[config.mk]
export PLATFORM = sky130hd
export DESIGN_NAME = flit_grant_sync
export DESIGN_NICKNAME = d
export VERILOG_FILES = /design/src/rtl/fgs_pkg.sv /design/src/rtl/pid_queue.sv /design/src/rtl/req_decode.sv /design/src/rtl/upd_pulse.sv /design/src/rtl/flit_grant_sync.sv
export SDC_FILE = /design/constraint.sdc
export NUM_CORES = 1
export LEC_CHECK = 0
export BUFFER_PORTS_ARGS = -buffer_cell sky130_fd_sc_hd__clkbuf_2
export CORE_ASPECT_RATIO = 0.9
export CORE_MARGIN = 8
export CORE_UTILIZATION = 30
export DETAILED_ROUTE_END_ITERATION = 7
export GPL_ROUTABILITY_DRIVEN = 1
export SLEW_MARGIN = 10
export SYNTH_ARGS = -nofsm -noshare
export SYNTH_HDL_FRONTEND = slang
export SYNTH_SLANG_ARGS = --single-unit
[constraint.sdc]
create_clock -name clk -period 1.7 [get_ports clk]
set_input_delay 0.17 -clock clk [delete_from_list [all_inputs] [get_ports clk]]
set_output_delay 0.17 -clock clk [all_outputs]
set_load 0.05 [all_outputs]
[src/rtl/fgs_pkg.sv]
package fgs_pkg;

    localparam int DEF_PORTS = 5;
    localparam int DEF_DEPTH = 3;

    // queue operation selected on one edge: {push, pop}
    typedef enum logic [1:0] {
        OP_IDLE = 2'b00,
        OP_POP  = 2'b01,
        OP_PUSH = 2'b10,
        OP_BOTH = 2'b11
    } q_op_t;

    function automatic int id_width(input int ports);
        return (ports > 1) ? $clog2(ports) : 1;
    endfunction

endpackage

[src/rtl/pid_queue.sv]
module pid_queue
    import fgs_pkg::*;
#(
    parameter int ID_W  = 3,
    parameter int DEPTH = 3
) (
    input  logic            clk,
    input  logic            rst,
    input  logic            push,
    input  logic            pop,
    input  logic [ID_W-1:0] din,
    output logic [ID_W-1:0] head,
    output logic            empty,
    output logic            full
);
    localparam int PTR_W = (DEPTH > 1) ? $clog2(DEPTH) : 1;
    localparam int CNT_W = $clog2(DEPTH + 1);

    logic [PTR_W-1:0] wr_ptr, rd_ptr;
    logic [CNT_W-1:0] count;
    logic [ID_W-1:0]  slot_q [DEPTH];
    logic             wr_en, rd_en;
    q_op_t            op;

    assign empty = (count == '0);
    assign full  = (count == CNT_W'(DEPTH));
    assign wr_en = push && !full;
    assign rd_en = pop && !empty;
    assign op    = q_op_t'({wr_en, rd_en});
    assign head  = slot_q[rd_ptr];

    function automatic logic [PTR_W-1:0] nxt(input logic [PTR_W-1:0] p);
        return (p == PTR_W'(DEPTH - 1)) ? '0 : p + 1'b1;
    endfunction

    for (genvar g = 0; g < DEPTH; g++) begin : g_slot
        logic [ID_W-1:0] q;
        always_ff @(posedge clk) begin
            if (rst)
                q <= '0;
            else if (wr_en && wr_ptr == PTR_W'(g))
                q <= din;
        end
        assign slot_q[g] = q;
    end

    always_ff @(posedge clk) begin
        if (rst) begin
            wr_ptr <= '0;
            rd_ptr <= '0;
            count  <= '0;
        end else begin
            unique case (op)
                OP_PUSH: begin
                    wr_ptr <= nxt(wr_ptr);
                    count  <= count + 1'b1;
                end
                OP_POP: begin
                    rd_ptr <= nxt(rd_ptr);
                    count  <= count - 1'b1;
                end
                OP_BOTH: begin
                    wr_ptr <= nxt(wr_ptr);
                    rd_ptr <= nxt(rd_ptr);
                end
                default: ;
            endcase
        end
    end

    assert_no_overflow_R4: assert property (@(posedge clk) disable iff (rst)
        count <= CNT_W'(DEPTH));

    assert_full_holds_R4: assert property (@(posedge clk) disable iff (rst)
        (full && push && !pop) |=> full);

    assert_push_pop_count_R9: assert property (@(posedge clk) disable iff (rst)
        (push && pop && !empty && !full) |=> $stable(count));

    assert_empty_pop_inert_R8: assert property (@(posedge clk) disable iff (rst)
        (empty && pop && !push) |=> empty);
endmodule

[src/rtl/req_decode.sv]
module req_decode #(
    parameter int PORTS = 5,
    parameter int ID_W  = 3
) (
    input  logic             clk,
    input  logic             rst,
    input  logic             vld,
    input  logic [ID_W-1:0]  id,
    output logic [PORTS-1:0] req
);
    for (genvar i = 0; i < PORTS; i++) begin : g_line
        assign req[i] = vld && (id == ID_W'(i));
    end

    assert_onehot_req_R3: assert property (@(posedge clk) disable iff (rst)
        $onehot0(req));
endmodule

[src/rtl/upd_pulse.sv]
module upd_pulse #(
    parameter int PORTS = 5
) (
    input  logic             clk,
    input  logic             rst,
    input  logic             fire,
    output logic [PORTS-1:0] upd
);
    logic [PORTS-1:0] upd_q;

    always_ff @(posedge clk) begin
        if (rst)
            upd_q <= '0;
        else
            upd_q <= {PORTS{fire}};
    end

    assign upd = upd_q;

    assert_upd_broadcast_R6: assert property (@(posedge clk) disable iff (rst)
        (upd_q == '0) || (&upd_q));

    assert_upd_single_R6: assert property (@(posedge clk) disable iff (rst)
        (|upd_q && !fire) |=> (upd_q == '0));
endmodule

[src/rtl/flit_grant_sync.sv]
module flit_grant_sync
    import fgs_pkg::*;
#(
    parameter int PORTS = DEF_PORTS,
    parameter int DEPTH = DEF_DEPTH,
    parameter int ID_W  = id_width(PORTS)
) (
    input  logic             clk,
    input  logic             rst,
    input  logic             pid_valid,
    input  logic [ID_W-1:0]  pid_data,
    output logic             pid_ready,
    input  logic             tail_depart,
    output logic [PORTS-1:0] out_req,
    output logic [PORTS-1:0] out_upd
);
    logic [ID_W-1:0] head_id;
    logic            q_empty, q_full;

    pid_queue #(.ID_W(ID_W), .DEPTH(DEPTH)) u_queue (
        .clk   (clk),
        .rst   (rst),
        .push  (pid_valid),
        .pop   (tail_depart),
        .din   (pid_data),
        .head  (head_id),
        .empty (q_empty),
        .full  (q_full)
    );

    req_decode #(.PORTS(PORTS), .ID_W(ID_W)) u_decode (
        .clk (clk),
        .rst (rst),
        .vld (!q_empty),
        .id  (head_id),
        .req (out_req)
    );

    upd_pulse #(.PORTS(PORTS)) u_upd (
        .clk  (clk),
        .rst  (rst),
        .fire (tail_depart && !q_empty),
        .upd  (out_upd)
    );

    assign pid_ready = !q_full;

    assert_idle_no_req_R7: assert property (@(posedge clk) disable iff (rst)
        q_empty |-> (out_req == '0));

    assert_upd_after_tail_R6: assert property (@(posedge clk) disable iff (rst)
        (|out_upd) |-> $past(tail_depart));

    assert_ready_after_reset_R1: assert property (@(posedge clk) disable iff (rst)
        $past(rst) |-> (pid_ready && out_req == '0 && out_upd == '0));
endmodule

==> results of run 1 <==
worst max-delay path, stage by stage, from the launching register on:
cell and delay (ns):
dfxtp_4 0.40, mux2i_2 0.31, o2bb2ai_4 0.14, nor4_2 0.26, clkbuf_8 0.24
synth_stat cells:
library cell / count / area [um2]
buf_4: 4 / 30.0
a21oi_1: 8 / 40.0
a2bb2oi_1: 2 / 17.5
xor2_1: 1 / 8.76
nand2_1: 5 / 18.8
nand2b_1: 10 / 62.6
o2bb2ai_1: 2 / 17.5
nor2b_1: 1 / 6.26
or3_1: 3 / 18.8
o21ai_0: 5 / 25.0
inv_2: 1 / 3.75
nor2b_4: 1 / 13.8
nor4_1: 4 / 25.0
nor3_4: 1 / 16.3
dfxtp_1: 16 / 320
nand3_1: 3 / 15.0
mux2i_1: 9 / 90.1
o21ai_2: 1 / 8.76
o2bb2ai_2: 1 / 15.0
inv_1: 1 / 3.75
xnor2_1: 1 / 8.76
buf_2: 1 / 5.00
buf_6: 2 / 22.5
or3b_1: 1 / 8.76
ha_1: 3 / 37.5
nor4b_2: 1 / 15.0
clkbuf_1: 2 / 7.51
nor2_1: 4 / 15.0
a21bo_4: 1 / 16.3
nand3b_4: 1 / 20.0
area by class of cell:
cell class | count | area share, %
sequential | 16 | 27.4
multi-input combinational | 69 | 50.2
tap | 42 | 4.41
clock buffer | 4 | 3.05
inverter | 2 | 0.630
timing repair buffer | 22 | 14.3
flip-flops by register name (all words and copies together) (netlist names):
register and count:
u_queue.g_slot.q 9, u_queue.count 2, u_queue.rd_ptr 2, u_queue.wr_ptr 2, u_upd.upd 1
final timing paths:
path | startpoint | end | slack, ns | cells past startpoint
worst max-delay path | u_queue.rd_ptr[0]$_SDFFE_PP0P_ | out_req[1] | -0.11 | 4
worst min-delay path | pid_data[2] | u_queue.g_slot[1].q[2]$_SDFFE_PP0P_ | 0.12 | 3
worst max register to register | u_queue.count[0]$_SDFFE_PP0P_ | u_queue.count[1]$_SDFFE_PP0P_ | 0.15 | 5
worst min register to register | u_queue.g_slot[1].q[1]$_SDFFE_PP0P_ | u_queue.g_slot[1].q[1]$_SDFFE_PP0P_ | 0.50 | 2
power breakdown:
part           internal (mW)  leakage, nW  switching (mW)
Clock                  0.130       0.0210           0.126
Combinational          0.311        0.333           0.458
Sequential             0.452        0.132           0.107
per-stage QoR:
| step | std cells | setup WS (ns) |
|---|---|---|
| 2_1_floorplan | 96 | -0.255 |
| 3_3_place_gp | 149 | 0.0921 |
| 3_5_place_dp | 149 | 0.0467 |
| 4_1_cts | 154 | -0.0994 |
| 5_1_grt | 155 | -0.196 |
| 6_report | 155 | -0.109 |
kinds of logic after synthesis:
group	share of synthesized area (%)
xor+xnor	1.92
compound gates	15.3
mux	9.86
fa+ha+maj	4.11
buf+inv	7.94
simple gates	25.8
flops	35.1
layer usage:
layer	part of all wire (%)	up-vias	track usage (%)
li1	-	368	-
met1	47	330	9.59
met2	47	16	14.6
met3	4.6	2	2.34
met4	1.4	0	3.73
met5	0	-	0
timing repair:
item | CTS | global route
cloned | 0 | 0
buffers inserted | 1 | 1
hold buffers | 0 | 0
endpoints found under the setup margin | 5 | 6
gates resized for setup | 19 | 4
cells in the final DEF, fill, tap and decap left out:
cell type,instances
inv_2,1
dfxtp_2,2
a21bo_4,1
nor2b_1,1
dfxtp_1,13
or3_1,3
dfxtp_4,1
nand2b_1,10
xnor2_1,1
nor2_1,4
clkbuf_4,3
ha_1,3
o21ai_0,5
o2bb2ai_2,2
or3b_1,1
nand2_1,5
nor4_2,4
nor2b_4,1
xor2_1,1
mux2i_1,6
nand3_1,3
inv_1,1
nand3b_4,1
nor3_4,1
buf_4,4
a2bb2oi_1,2
o2bb2ai_4,1
o21ai_4,1
clkbuf_2,12
clkbuf_8,6
nor4b_4,1
a21oi_1,8
buf_6,1
mux2i_2,3
==> impl_metrics.csv, run 1 <==
group,metric,value,unit
timing,setup_viol,5,
synthesis,syn_area,913,um2
global_routing,grt_pass1_wl,3290,um
worst_setup_path,crit_fanout,5,
clock_tree,cts_tree,"done",
clock_tree,insertion_delay,0.29,ns
die,rows,19,
global_routing,overflow,0,
finish,syn2layout_area_growth,30.4,%
global_routing,antenna_found_initial,0,
finish,register_area,327,um2
die,die_w,74.2,um
routing,vias,716,
finish,fillers,299,
placed_design,dpl_cell_area,0.00103,mm2
outcome,violations,"negative setup slack",
timing,maxSlewHeadroom,60.6,%
finish,final_cell_area,0.00119,mm2
synthesis,avgSynthCellArea,9.51,um2
run,max-cap-violations,0,
placed_design,post-dp-hpwl,1420,um
power_and_ir_drop,power_per_cell_area,1330,mW/mm2
die,fp.dieArea,0.00507,mm2
timing,layout_min_cycle_time,1.81,ns
worst_setup_path,endpoint_kind,"output port",
timing,fin_worst_skew,0.00450,ns
timing,rsz0062_at_grt,"true",
finish,multiInputGateArea,598,um2
outcome,status,"finished with violations",
routing,drtIter0Drc,36,
placed_design,port_buffers,17,
synthesis,ys_types,30,
routing,dr.pass1.iters,4,
power_and_ir_drop,vdd_drop_max,0.354,mV
clock_tree,cts_htree_levels,1,
power_and_ir_drop,power.leakage,0.486,nW
clock_tree,cts_inserted_buffers,3,
clock_tree,cts_sinks,16,
synthesis,ys_ff_latch,16,
power_and_ir_drop,fin_total_pwr,1.58,mW
timing,worst_pin_slew,0.588,ns
timing,fin_tns_setup,-0.460,ns
timing,min_period_over_period,106,%
timing,setup_ws,-0.109,ns
routing,drc_errors,0,
clock_tree,clock-root-buffer,"clkbuf_4",
clock_tree,cts.clk_slew.worst_paths,0.10,ns
timing,hold_viol,0,
die,core,0.00297,mm2
worst_setup_path,required,1.53,ns
global_routing,grt_pass1_vias,731,
routing,ant_nets,0,
synthesis,yosysWarnings,0,
finish,drive_above_1_share,40.7,%
finish,final_core_util,40.1,%
routing,via_per_inst,4.62,
timing,timing.hold.ws,0.124,ns
worst_hold_path,min_path_type,"in2reg",
die,start_util,30.7,%
worst_setup_path,crit_type,"reg2out",
clock_tree,cts_buffer_depth,2,
worst_setup_path,cp.arrival,1.64,ns
worst_setup_path,critPathLaunchType,"register",
timing,fmaxAchievable,553,MHz
finish,insertedDiodeCount,0,
routing,routed_wl,1970,um
timing,slew_viol_final,0,
routing,wire_per_inst,12.7,um
die,ios,18,
synthesis,synth_cells,96,
finish,layout.nets,124,
die,die-height,68.3,um
synthesis,seq_area_frac_synth,35.1,%
global_routing,gr-usage-all-layers,8.46,%
global_routing,grt_max_degree,20,
placed_design,globalplace.congestion,0.714,
synthesis,synth_nets,106,
(Power assumes the default switching activity.)
==> run 2, diff against run 1 <==
--- a/config.mk
+++ b/config.mk
@@ -11,6 +11,7 @@
 export CORE_UTILIZATION = 30
 export DETAILED_ROUTE_END_ITERATION = 7
 export GPL_ROUTABILITY_DRIVEN = 1
+export HOLD_SLACK_MARGIN = 0.15
 export SLEW_MARGIN = 10
 export SYNTH_ARGS = -nofsm -noshare
 export SYNTH_HDL_FRONTEND = slang
==> run 2 against run 1 <==
Against the previous run: the flow still finishes with violations (negative setup slack); setup slack is essentially flat; sequential cell count is the same; clock-buffer cell count is the same; utilization grew 1.0 points; critical endpoint unchanged.
==> impl_metrics.csv, run 2 (synthesized netlist as in run 1, its figures left out) <==
group,metric,value,unit
timing,maxSlewHeadroom,60.6,%
placed_design,port_buffers,17,
timing,timing.hold.ws,0.160,ns
timing,setup_viol,5,
outcome,violations,"negative setup slack",
placed_design,globalplace.congestion,0.714,
finish,largest_reg_flops,9,
outcome,status,"finished with violations",
worst_setup_path,cp.arrival,1.64,ns
global_routing,overflow,0,
placed_design,dpl_cell_area,0.00103,mm2
run,max-cap-violations,0,
finish,final_core_util,41.1,%
worst_setup_path,critPathLaunchType,"register",
routing,drc_errors,0,
clock_tree,clock-root-buffer,"clkbuf_4",
finish,layout.nets,127,
worst_setup_path,rrSetupSlack,0.15,ns
timing,fmaxAchievable,553,MHz
global_routing,antenna_found_initial,0,
power_and_ir_drop,fin_total_pwr,1.59,mW
timing,layout_min_cycle_time,1.81,ns
worst_setup_path,reg2reg_from,"u_queue.count[0]$_SDFFE_PP0P_",
worst_hold_path,min_path_type,"in2reg",
finish,final_common_cell,"dfxtp_1",
timing,min_period_over_period,106,%
global_routing,gr-usage-all-layers,8.49,%
power_and_ir_drop,power.leakage,0.498,nW
timing,worst_pin_slew,0.588,ns
routing,dr.pass1.iters,4,
finish,insertedDiodeCount,0,
worst_setup_path,crit_fanout,5,
power_and_ir_drop,power_per_cell_area,1300,mW/mm2
worst_setup_path,slowest_stage,"dfxtp_4",
finish,layout_common_cells,"13 x dfxtp_1, 12 x clkbuf_2, 10 x nand2b_1, 8 x a21oi_1",
die,die_w,74.2,um
timing,setup_ws,-0.109,ns
worst_hold_path,worstHoldStart,"tail_depart",
worst_setup_path,path_buf_inv,1,
worst_setup_path,path_cells,"mux2i_2 > o2bb2ai_4 > nor4_2 > clkbuf_8",
worst_setup_path,r2r-end,"u_queue.count[1]$_SDFFE_PP0P_",
timing,slew_viol_final,0,
timing,hold_viol,0,
clock_tree,cts.clk_slew.worst_paths,0.10,ns
routing,drtIter0Drc,29,
routing,wire_per_inst,12.5,um
die,rows,19,
global_routing,grt_pass1_vias,737,
placed_design,dp_slack,0.0467,ns
clock_tree,cts_htree_levels,1,
worst_hold_path,whs_endpoint,"u_upd.upd[0]$_SDFF_PP0_",
clock_tree,cts_sinks,16,
die,start_util,30.7,%
finish,final_cell_area,0.00122,mm2
routing,ant_nets,0,
worst_setup_path,crit_cells,4,
clock_tree,insertion_delay,0.29,ns
finish,regMostFlops,"u_queue.g_slot.q",
placed_design,post-dp-hpwl,1420,um
global_routing,grt_max_degree,20,
timing,rsz0062_at_grt,"true",
worst_setup_path,cp_slowest_stage_delay,0.40,ns
finish,register_area,327,um2
finish,drive_above_1_share,39.7,%
worst_setup_path,cp_top_family,"flip-flops",
power_and_ir_drop,vdd_drop_max,0.355,mV
clock_tree,cts_inserted_buffers,3,
finish,multiInputGateArea,598,um2
worst_setup_path,endpoint_kind,"output port",
finish,fillers,296,
worst_hold_path,worstHoldPathCells,3,
routing,routed_wl,1970,um
die,core,0.00297,mm2
clock_tree,cts_buffer_depth,2,
timing,fin_worst_skew,0.00398,ns
routing,vias,725,
routing,via_per_inst,4.59,
worst_setup_path,crit_type,"reg2out",
die,ios,18,
clock_tree,cts_tree,"done",
worst_setup_path,ff2ff_path_depth,5,
global_routing,grt_pass1_wl,3310,um
finish,syn2layout_area_growth,33.7,%
die,fp.dieArea,0.00507,mm2
worst_setup_path,required,1.53,ns
die,die-height,68.3,um
==> run 2: power by group <==
group          internal [mW]  leakage, nW  total, mW  switching (mW)
clock network          0.130       0.0210      0.257           0.127
registers              0.452        0.132      0.559           0.106
logic                  0.315        0.345      0.775           0.459
==> run 2: layout make-up <==
class | count | share of cell area [%]
tap | 42 | 4.30
inverter | 2 | 0.615
multi-input combinational | 69 | 49.0
clock buffer | 4 | 2.97
sequential | 16 | 26.7
timing repair buffer | 25 | 16.4
==> run 2: how the worst max path moves through the flow <==
stage,start,endpoint
global placement,u_queue.rd_ptr[0]$_SDFFE_PP0P_,out_req[1]
detailed placement,u_queue.rd_ptr[0]$_SDFFE_PP0P_,out_req[4]
global route,u_queue.rd_ptr[0]$_SDFFE_PP0P_,out_req[3]
finish,u_queue.rd_ptr[0]$_SDFFE_PP0P_,out_req[1]
CTS,u_queue.rd_ptr[0]$_SDFFE_PP0P_,out_req[4]
floorplan,u_queue.rd_ptr[1]$_SDFFE_PP0P_,out_req[4]
==> run 2: metal layers <==
metal  up-vias  share of wire, %  track usage, %
li1        373                 -               -
met1       334                48            9.67
met2        16                46            14.6
met3         2               4.6            2.34
met4         0               1.4            3.73
met5         -                 0               0
==> run 2: what timing repair did <==
action / 4_1_cts / 5_1_grt
setup endpoints to repair: 5 / 6
resized for setup: 19 / 4
cloned: 0 / 0
endpoints found under the hold margin: 3 / 0
buffers inserted: 1 / 1
hold buffers: 3 / 0
==> run 2: worst reg2reg max path, stage by stage, from the launching register on <==
cell	delay (ns)
dfxtp_2	0.43
a21bo_4	0.20
inv_2	0.06
ha_1	0.31
or3_1	0.35
a21oi_1	0.14
==> run 2: per-stage QoR <==
| stage | instances | TNS (ns) |
|---|---|---|
| finish | 158 | -0.462 |
| global route | 158 | -0.896 |
| CTS | 157 | -0.442 |
| detailed placement | 149 | 0 |
| global placement | 149 | 0 |
| floorplan | 96 | -1.11 |
